$ cat config.mk
export PLATFORM = sky130hd
export DESIGN_NAME = flash_cmd_decoder
export DESIGN_NICKNAME = d
export VERILOG_FILES = /design/src/rtl/fcd_pkg.sv /design/src/rtl/fcd_datapath.sv /design/src/rtl/fcd_ctrl.sv /design/src/rtl/flash_cmd_decoder.sv
export SDC_FILE = /design/constraint.sdc
export NUM_CORES = 1
export LEC_CHECK = 0
export ABC_AREA = 1
export BUFFER_PORTS_ARGS = -buffer_cell sky130_fd_sc_hd__buf_2
export CORE_MARGIN = 2
export CORE_UTILIZATION = 46
export CTS_CLUSTER_SIZE = 10
export DETAILED_ROUTE_END_ITERATION = 6
export PLACE_DENSITY = 0.75
export SYNTH_ARGS = -nofsm -noshare
export SYNTH_HDL_FRONTEND = slang
export SYNTH_SLANG_ARGS = --single-unit
$ cat constraint.sdc
create_clock -name clk -period 1.5 [get_ports clk]
set_input_delay 0.075 -clock clk [delete_from_list [all_inputs] [get_ports clk]]
set_output_delay 0.075 -clock clk [all_outputs]
set_load 0.01 [all_outputs]
$ cat src/rtl/fcd_pkg.sv
package fcd_pkg;

  typedef enum logic [2:0] {
    CK_NONE, CK_RESET, CK_AUTOSEL, CK_PROG, CK_CHIP, CK_SECTOR, CK_SUSPEND, CK_RESUME
  } cmdKind_e;

  typedef enum logic [2:0] {
    SQ_IDLE, SQ_UNL1, SQ_UNL2, SQ_PGM, SQ_ERS1, SQ_ERS2, SQ_ERS3
  } seqState_e;

  // Datapath -> control: what the current bus cycle looks like
  typedef struct packed {
    logic isWrite;
    logic lo555;
    logic lo2AA;
    logic dAA;
    logic d55;
    logic dA0;
    logic d80;
    logic d90;
    logic d10;
    logic d30;
    logic dB0;
    logic dF0;
  } busMatch_t;

  // Control -> datapath: which command completes on this cycle
  typedef struct packed {
    logic     fire;
    cmdKind_e kind;
  } ctlStrobe_t;

  localparam logic [11:0] ADR_FIRST  = 12'h555;
  localparam logic [11:0] ADR_SECOND = 12'h2AA;

endpackage

$ cat src/rtl/fcd_datapath.sv
module fcd_datapath
  import fcd_pkg::*;
#(
  parameter int AW       = 23,
  parameter int UNLOCK_W = 12
) (
  input  logic          clk,
  input  logic          rst_n,
  input  logic          busValid,
  input  logic          busWrite,
  input  logic [AW-1:0] busAddr,
  input  logic [7:0]    busData,
  input  ctlStrobe_t    stb,
  output busMatch_t     match,
  output logic          resetStb,
  output logic          autoselStb,
  output logic          progStb,
  output logic          chipEraseStb,
  output logic          sectorEraseStb,
  output logic          suspendStb,
  output logic          resumeStb,
  output logic [AW-1:0] capAddr,
  output logic [7:0]    capData
);

  localparam logic [UNLOCK_W-1:0] CMP_FIRST  = UNLOCK_W'(ADR_FIRST);
  localparam logic [UNLOCK_W-1:0] CMP_SECOND = UNLOCK_W'(ADR_SECOND);

  logic [UNLOCK_W-1:0] lowAddr;
  assign lowAddr = busAddr[UNLOCK_W-1:0];

  always_comb begin
    match.isWrite = busValid && busWrite;
    match.lo555   = (lowAddr == CMP_FIRST);
    match.lo2AA   = (lowAddr == CMP_SECOND);
    match.dAA     = (busData == 8'hAA);
    match.d55     = (busData == 8'h55);
    match.dA0     = (busData == 8'hA0);
    match.d80     = (busData == 8'h80);
    match.d90     = (busData == 8'h90);
    match.d10     = (busData == 8'h10);
    match.d30     = (busData == 8'h30);
    match.dB0     = (busData == 8'hB0);
    match.dF0     = (busData == 8'hF0);
  end

  always_ff @(posedge clk) begin
    if (!rst_n) begin
      resetStb       <= 1'b0;
      autoselStb     <= 1'b0;
      progStb        <= 1'b0;
      chipEraseStb   <= 1'b0;
      sectorEraseStb <= 1'b0;
      suspendStb     <= 1'b0;
      resumeStb      <= 1'b0;
      capAddr        <= '0;
      capData        <= '0;
    end else begin
      resetStb       <= stb.fire && (stb.kind == CK_RESET);
      autoselStb     <= stb.fire && (stb.kind == CK_AUTOSEL);
      progStb        <= stb.fire && (stb.kind == CK_PROG);
      chipEraseStb   <= stb.fire && (stb.kind == CK_CHIP);
      sectorEraseStb <= stb.fire && (stb.kind == CK_SECTOR);
      suspendStb     <= stb.fire && (stb.kind == CK_SUSPEND);
      resumeStb      <= stb.fire && (stb.kind == CK_RESUME);
      if (stb.fire) begin
        capAddr <= busAddr;
        capData <= busData;
      end
    end
  end

endmodule

$ cat src/rtl/fcd_ctrl.sv
module fcd_ctrl
  import fcd_pkg::*;
(
  input  logic       clk,
  input  logic       rst_n,
  input  logic       eraseRunning,
  input  busMatch_t  match,
  output ctlStrobe_t stb
);

  seqState_e seqQ, seqD;
  cmdKind_e  kind;

  always_comb begin
    seqD = seqQ;
    kind = CK_NONE;
    if (match.isWrite) begin
      if (seqQ == SQ_PGM) begin
        // any write here is program data, F0h included
        kind = CK_PROG;
        seqD = SQ_IDLE;
      end else if (match.dF0) begin
        kind = CK_RESET;
        seqD = SQ_IDLE;
      end else begin
        seqD = SQ_IDLE;
        unique case (seqQ)
          SQ_IDLE: begin
            if (match.lo555 && match.dAA)      seqD = SQ_UNL1;
            else if (eraseRunning && match.dB0) kind = CK_SUSPEND;
            else if (eraseRunning && match.d30) kind = CK_RESUME;
          end
          SQ_UNL1: if (match.lo2AA && match.d55) seqD = SQ_UNL2;
          SQ_UNL2: begin
            if (match.lo555 && match.dA0)      seqD = SQ_PGM;
            else if (match.lo555 && match.d80) seqD = SQ_ERS1;
            else if (match.lo555 && match.d90) kind = CK_AUTOSEL;
          end
          SQ_ERS1: if (match.lo555 && match.dAA) seqD = SQ_ERS2;
          SQ_ERS2: if (match.lo2AA && match.d55) seqD = SQ_ERS3;
          SQ_ERS3: begin
            if (match.lo555 && match.d10) kind = CK_CHIP;
            else if (match.d30)           kind = CK_SECTOR;
          end
          default: seqD = SQ_IDLE;
        endcase
      end
    end
  end

  assign stb.fire = (kind != CK_NONE);
  assign stb.kind = kind;

  always_ff @(posedge clk) begin
    if (!rst_n) seqQ <= SQ_IDLE;
    else        seqQ <= seqD;
  end

endmodule

$ cat src/rtl/flash_cmd_decoder.sv
module flash_cmd_decoder
  import fcd_pkg::*;
#(
  parameter int AW       = 23,
  parameter int UNLOCK_W = 12
) (
  input  logic          clk,
  input  logic          rst_n,
  input  logic          busValid,
  input  logic          busWrite,
  input  logic [AW-1:0] busAddr,
  input  logic [7:0]    busData,
  input  logic          eraseRunning,
  output logic          resetStb,
  output logic          autoselStb,
  output logic          progStb,
  output logic          chipEraseStb,
  output logic          sectorEraseStb,
  output logic          suspendStb,
  output logic          resumeStb,
  output logic [AW-1:0] capAddr,
  output logic [7:0]    capData
);

  busMatch_t  match;
  ctlStrobe_t stb;

  fcd_ctrl u_ctrl (
    .clk          (clk),
    .rst_n        (rst_n),
    .eraseRunning (eraseRunning),
    .match        (match),
    .stb          (stb)
  );

  fcd_datapath #(.AW(AW), .UNLOCK_W(UNLOCK_W)) u_dp (
    .clk            (clk),
    .rst_n          (rst_n),
    .busValid       (busValid),
    .busWrite       (busWrite),
    .busAddr        (busAddr),
    .busData        (busData),
    .stb            (stb),
    .match          (match),
    .resetStb       (resetStb),
    .autoselStb     (autoselStb),
    .progStb        (progStb),
    .chipEraseStb   (chipEraseStb),
    .sectorEraseStb (sectorEraseStb),
    .suspendStb     (suspendStb),
    .resumeStb      (resumeStb),
    .capAddr        (capAddr),
    .capData        (capData)
  );

endmodule

* Word-level counts from Yosys, hierarchy flattened *
Index checks and enable logic that the tools add are counted.

word-level totals
  bits in registers = 41
  input port bits = 36
  output and inout bits = 38

operators by class
  equal/unequal tests = 24
  mux-type cells = 21
  reduce and logical (&&, ||, !) cells = 18

operators by type and width
  operator                number
  $eq A8 B8 Y1 const B    6
  $mux W3                 16
  $eq A3 B3 Y1 const B    7
  $logic_and A1 B1 Y1     16
  $pmux W3 S5             1
  $eq A12 B10 Y1 const B  1
  $eq A12 B11 Y1 const B  1
  $eq A3 B2 Y1 const B    4
  $pmux W3 S3             1
  $eq A8 B5 Y1 const B    1
  $eq A8 B6 Y1 const B    1
  $eq A8 B7 Y1 const B    1
  $eq A3 B1 Y1 const B    2
  $mux W2                 2
  $logic_not A3 Y1        1
  $reduce_bool A3 Y1      1
  $mux W1                 1

* Depth between registers and ports, before layout *
  depth after elaboration = 11
  gate-level depth with buffers = 14

* Hierarchy *
From an unflattened synthesis, not the netlist that was laid out.

second synthesis, totals
  cells, all modules = 270
  area, all modules = 1808.0 sq um

modules (own cells, without submodules)
  module        times used  cells each  area each (sq um)  sequential area each (sq um)
  fcd_datapath  1           204         1482.7             760.7
  fcd_ctrl      1           66          325.3              60.1

* Worst setup path after synthesis *
Ideal clock, no wire load.

  path type = reg2reg
  from = register u_ctrl.seqQ[0]
  to = register u_dp.capAddr[5]
  data arrival time = 1.353 ns
  required time = 1.390 ns
  slack = 0.037 ns
  cell stages (with the launch flop) = 13
  buffers on the path = 1
  path through = dfxtp_1 nor2_1 nand2_2 nor2_1 nand2_1 nand2_1 inv_2 nand3_2 nand2_2 buf_2 nand4_1 nand2_1 nor2_1

on the way
  word-level cells in the longest chain between the ends = 6
  elaborated cells on any way between the ends = 9
  those cells by class = eq/ne: 3; mux: 4; reduce/logical: 2

RTL lines
  element                               RTL line            RTL
  start, declared                       fcd_ctrl.sv:11      seqState_e seqQ, seqD;
  start signal, assigned                fcd_ctrl.sv:56      else seqQ <= seqD;
  $eq A3 B3 Y1 (tied with other cells)  fcd_ctrl.sv:27      unique case (seqQ)
  $pmux W3 S3                           fcd_ctrl.sv:27
  $mux W3                               fcd_ctrl.sv:22      end else if (match.dF0) begin
  $mux W3 (*)                           fcd_ctrl.sv:18      if (seqQ == SQ_PGM) begin
  $mux W3 (*)                           fcd_ctrl.sv:17      if (match.isWrite) begin
  $reduce_bool A3 Y1 (*)                fcd_ctrl.sv:51      assign stb.fire = (kind != CK_NONE);
  end signal, assigned                  fcd_datapath.sv:67  capAddr <= busAddr;
  end, declared                         fcd_datapath.sv:22  output logic [AW-1:0] capAddr,

Mark *: on every way between the ends. The rest lies on a longest branch, timed or not.
A chain may end at the register's enable or synchronous reset.

* Worst setup path after layout *
  from = register u_ctrl.seqQ[0]
  to = register u_dp.autoselStb

on the way
  word-level cells in the longest chain between the ends = 7
  elaborated cells on any way between the ends = 11
  those cells by class = eq/ne: 4; mux: 4; reduce/logical: 3

RTL lines
  element                                             RTL line                            RTL
  $eq A3 B3 Y1 (tied with other cells)                fcd_ctrl.sv:27
  $pmux W3 S3                                         fcd_ctrl.sv:27
  $mux W3                                             fcd_ctrl.sv:22
  $mux W3 (*)                                         fcd_ctrl.sv:18
  $mux W3 (*)                                         fcd_ctrl.sv:17
  $eq A3 B2 Y1 or $reduce_bool A3 Y1 (tied branches)  fcd_datapath.sv:60, fcd_ctrl.sv:51
  $logic_and A1 B1 Y1 (*)                             fcd_datapath.sv:60                  autoselStb <= stb.fire && (stb.kind == CK_AUTOSEL);
  end signal, assigned                                fcd_datapath.sv:60
  end, declared                                       fcd_datapath.sv:16                  output logic autoselStb,

Marks and branches as above.

==> metrics.txt <==
status finished with violations; area of the multi-input gates 1090 sq um; metal2 WL 2740 microns; CP Data Arrival Time 1790 ps; Root Buffer clkbuf_8; Max Cap Violations 0; mean post-synth cell area 5.97 sq um; TritonCTS clock tree yes; vias in the first global route 2202; EDFF count, synth 0; clk_lat worst skew 290 ps; critical path required time 1730 ps; top-area cell type share of the netlist area 0.347; Pleak 2.00 nW; gr usage total 0.214; Cell Chain, Critical Path inv_2 > nand2_4 > nor2_2 > nand2_1 > nor2_1 > nand2_1 > nand3_2 > nand2_4 > buf_12 > or2_1 > nor2_1; Layout fillers 469; # setup viols final 33; Die Ht 75.7 microns; Final WS setup -59.5 ps; Via Count 2586; # IOs 74; post-synthesis cell count 396; Yosys reg bits 41; Post-DRT Antenna Nets 0; utilization after layout 0.633; total CTS buffers 5; Slew HR 0.775; Power Total 0.00218 W; Pwr Density 684 nW/um^2; row count 26; failing checks setup timing; Slowest-stage cell, CP dfxtp_4; Pre-antenna DRT Iters 4; pin count of the biggest net entering global routing 34; # DRC 0; die span in x 75.7 microns; antenna violations before repair 0; DRT Wirelength 5970 microns; worst-case clock buffer depth 2; largest fanout on the critical path 14; crit path time final 1560 ps; Fin Hold WS 68.9 ps; ys async rst share 0; RSZ-0062 raised after global routing yes; post-detail-place hpwl 4360 microns; Cell Area, Synth 2370 sq um; n_diodes 0; Met3 Routed Length 322 microns; top layer in use met4; sequential cell area 830 sq um; Hold Crit Class in2reg; Worst Skew 8.66 ps; PortBufs 73; final hold vios 0; share of layout cells above drive strength 1 0.289; Starting Density 0.469; vias per cell 4.63; CTS H-tree lvls 2; count leader, synth inv_1; routed len/inst 10.7 microns; first-pass GRT wire length 9540 microns; prevailing post-synth register cell dfxtp_1; cell family with most CP delay simple AND/OR/NAND/NOR gates; CP Launch Type register; M1 WL 2820 microns; Critical Path End Type register; most frequent cells after synthesis 96 x inv_1, 93 x nand2_1, 60 x nor2_1, 41 x dfxtp_1, 38 x nand4_1; period utilization 1.04; final setup TNS -1080 ps; register clock-pin slew on the reported worst setup and hold paths 80 ps; crit path kind reg2reg; post-synth top area cell dfxtp_1; drt initial violations 133; fmax 0.641 GHz; grt total ovfl 0; top cells by area, synth dfxtp_1 35%, inv_1 15%, nand2_1 15%, nand4_1 10%, nor2_1 9.5%; distinct cell type count of the synthesized netlist 22; clock sink count 41; VDD IR max 0.634 mV; placer congestion estimate 0.856; Worst Tran Pin Value 336 ps; Synth warnings 0; slowest cell delay on critical path 370 ps; die area 5730 sq um; final net count 523; sequential share of the synthesized area 0.347; Hold-fix buffers, CTS 0; syn_nets 432; core footprint 5040 sq um; pins over their slew limit 0; WP buf/inv 2; area grow syn2layout 34.8%; placed cell count 548; Non-Filler Instances 558
-- per-stage QoR --
step	setup WS, ps	cell area, sq um
finish	-59.5	3190
global route	-189	3190
CTS	-48.1	3120
detailed placement	-104	2980
global placement	-46.0	2980
floorplan	36.9	2370
-- per-layer routing --
layer,vias to the layer above,track usage
met3,8,0.0397
met2,79,0.341
li1,1368,-
met5,-,0
met4,0,0.0663
met1,1131,0.295
-- cell families (layout without fill, tap and decap cells) --
family          after synthesis  count (layout)  synth area share
flops                        41              41             0.347
compound gates                7               7            0.0153
simple gates                224             224             0.427
buf+inv                     124             216             0.211
-- placed cells by master, fill, tap and decap left out, drive strengths merged --
master	synthesis	routed
a21oi	4	4
a31oi	1	1
and3	1	1
buf	14	99
bufinv	0	1
clkbuf	2	8
clkinv	0	1
dfxtp	41	41
inv	108	107
nand2	98	98
nand3	16	16
nand4	38	38
nor2	62	62
nor3	5	5
nor4	3	3
o21ai	2	2
or2	1	1
-- power breakdown --
| part | internal [W] | switching [W] |
|---|---|---|
| Clock | 0.000542 | 0.000376 |
| Combinational | 0.0000720 | 0.000103 |
| Sequential | 0.00109 | 0.00000184 |
| Total | 0.00170 | 0.000481 |
-- worst min-delay path, cell delays in order --
cell and delay (ps):
buf_2 90, inv_1 40, nand2_1 50, inv_2 40
nor2_1 30
-- flip-flops by register name, summed over array words and instances, names as in the netlist --
register             flops
u_ctrl.seqQ              3
u_dp.autoselStb          1
u_dp.capAddr            23
u_dp.capData             8
u_dp.chipEraseStb        1
u_dp.progStb             1
u_dp.resetStb            1
u_dp.resumeStb           1
u_dp.sectorEraseStb      1
u_dp.suspendStb          1
-- path summary, 6_finish.rpt --
path / start / endpoint / slack, ps / cells past startpoint
hold reg to reg: u_dp.capData[5] / u_dp.capData[5] / 560 / 4
hold / removal: busAddr[21] / u_dp.capAddr[21] / 70 / 5
setup / recovery: u_ctrl.seqQ[0] / u_dp.autoselStb / -60 / 11
setup reg to reg: u_ctrl.seqQ[0] / u_dp.autoselStb / -60 / 11
-- layout make-up --
type                       instances  share of cell area
clock buffer                       7              0.0271
clock inverter                     1             0.00942
inverter                         108               0.129
tap                               70              0.0275
timing repair buffer             100               0.204
sequential                        41               0.260
multi-input combinational        231               0.343
-- repair_timing --
action / in CTS / in global routing
pin swaps: 0 / 1
buffers inserted: 1 / 0
resized for setup: 8 / 14
endpoints found under the setup margin: 37 / 39
cloned: 0 / 1
No activity file was read; power rests on OpenSTA's default activity.
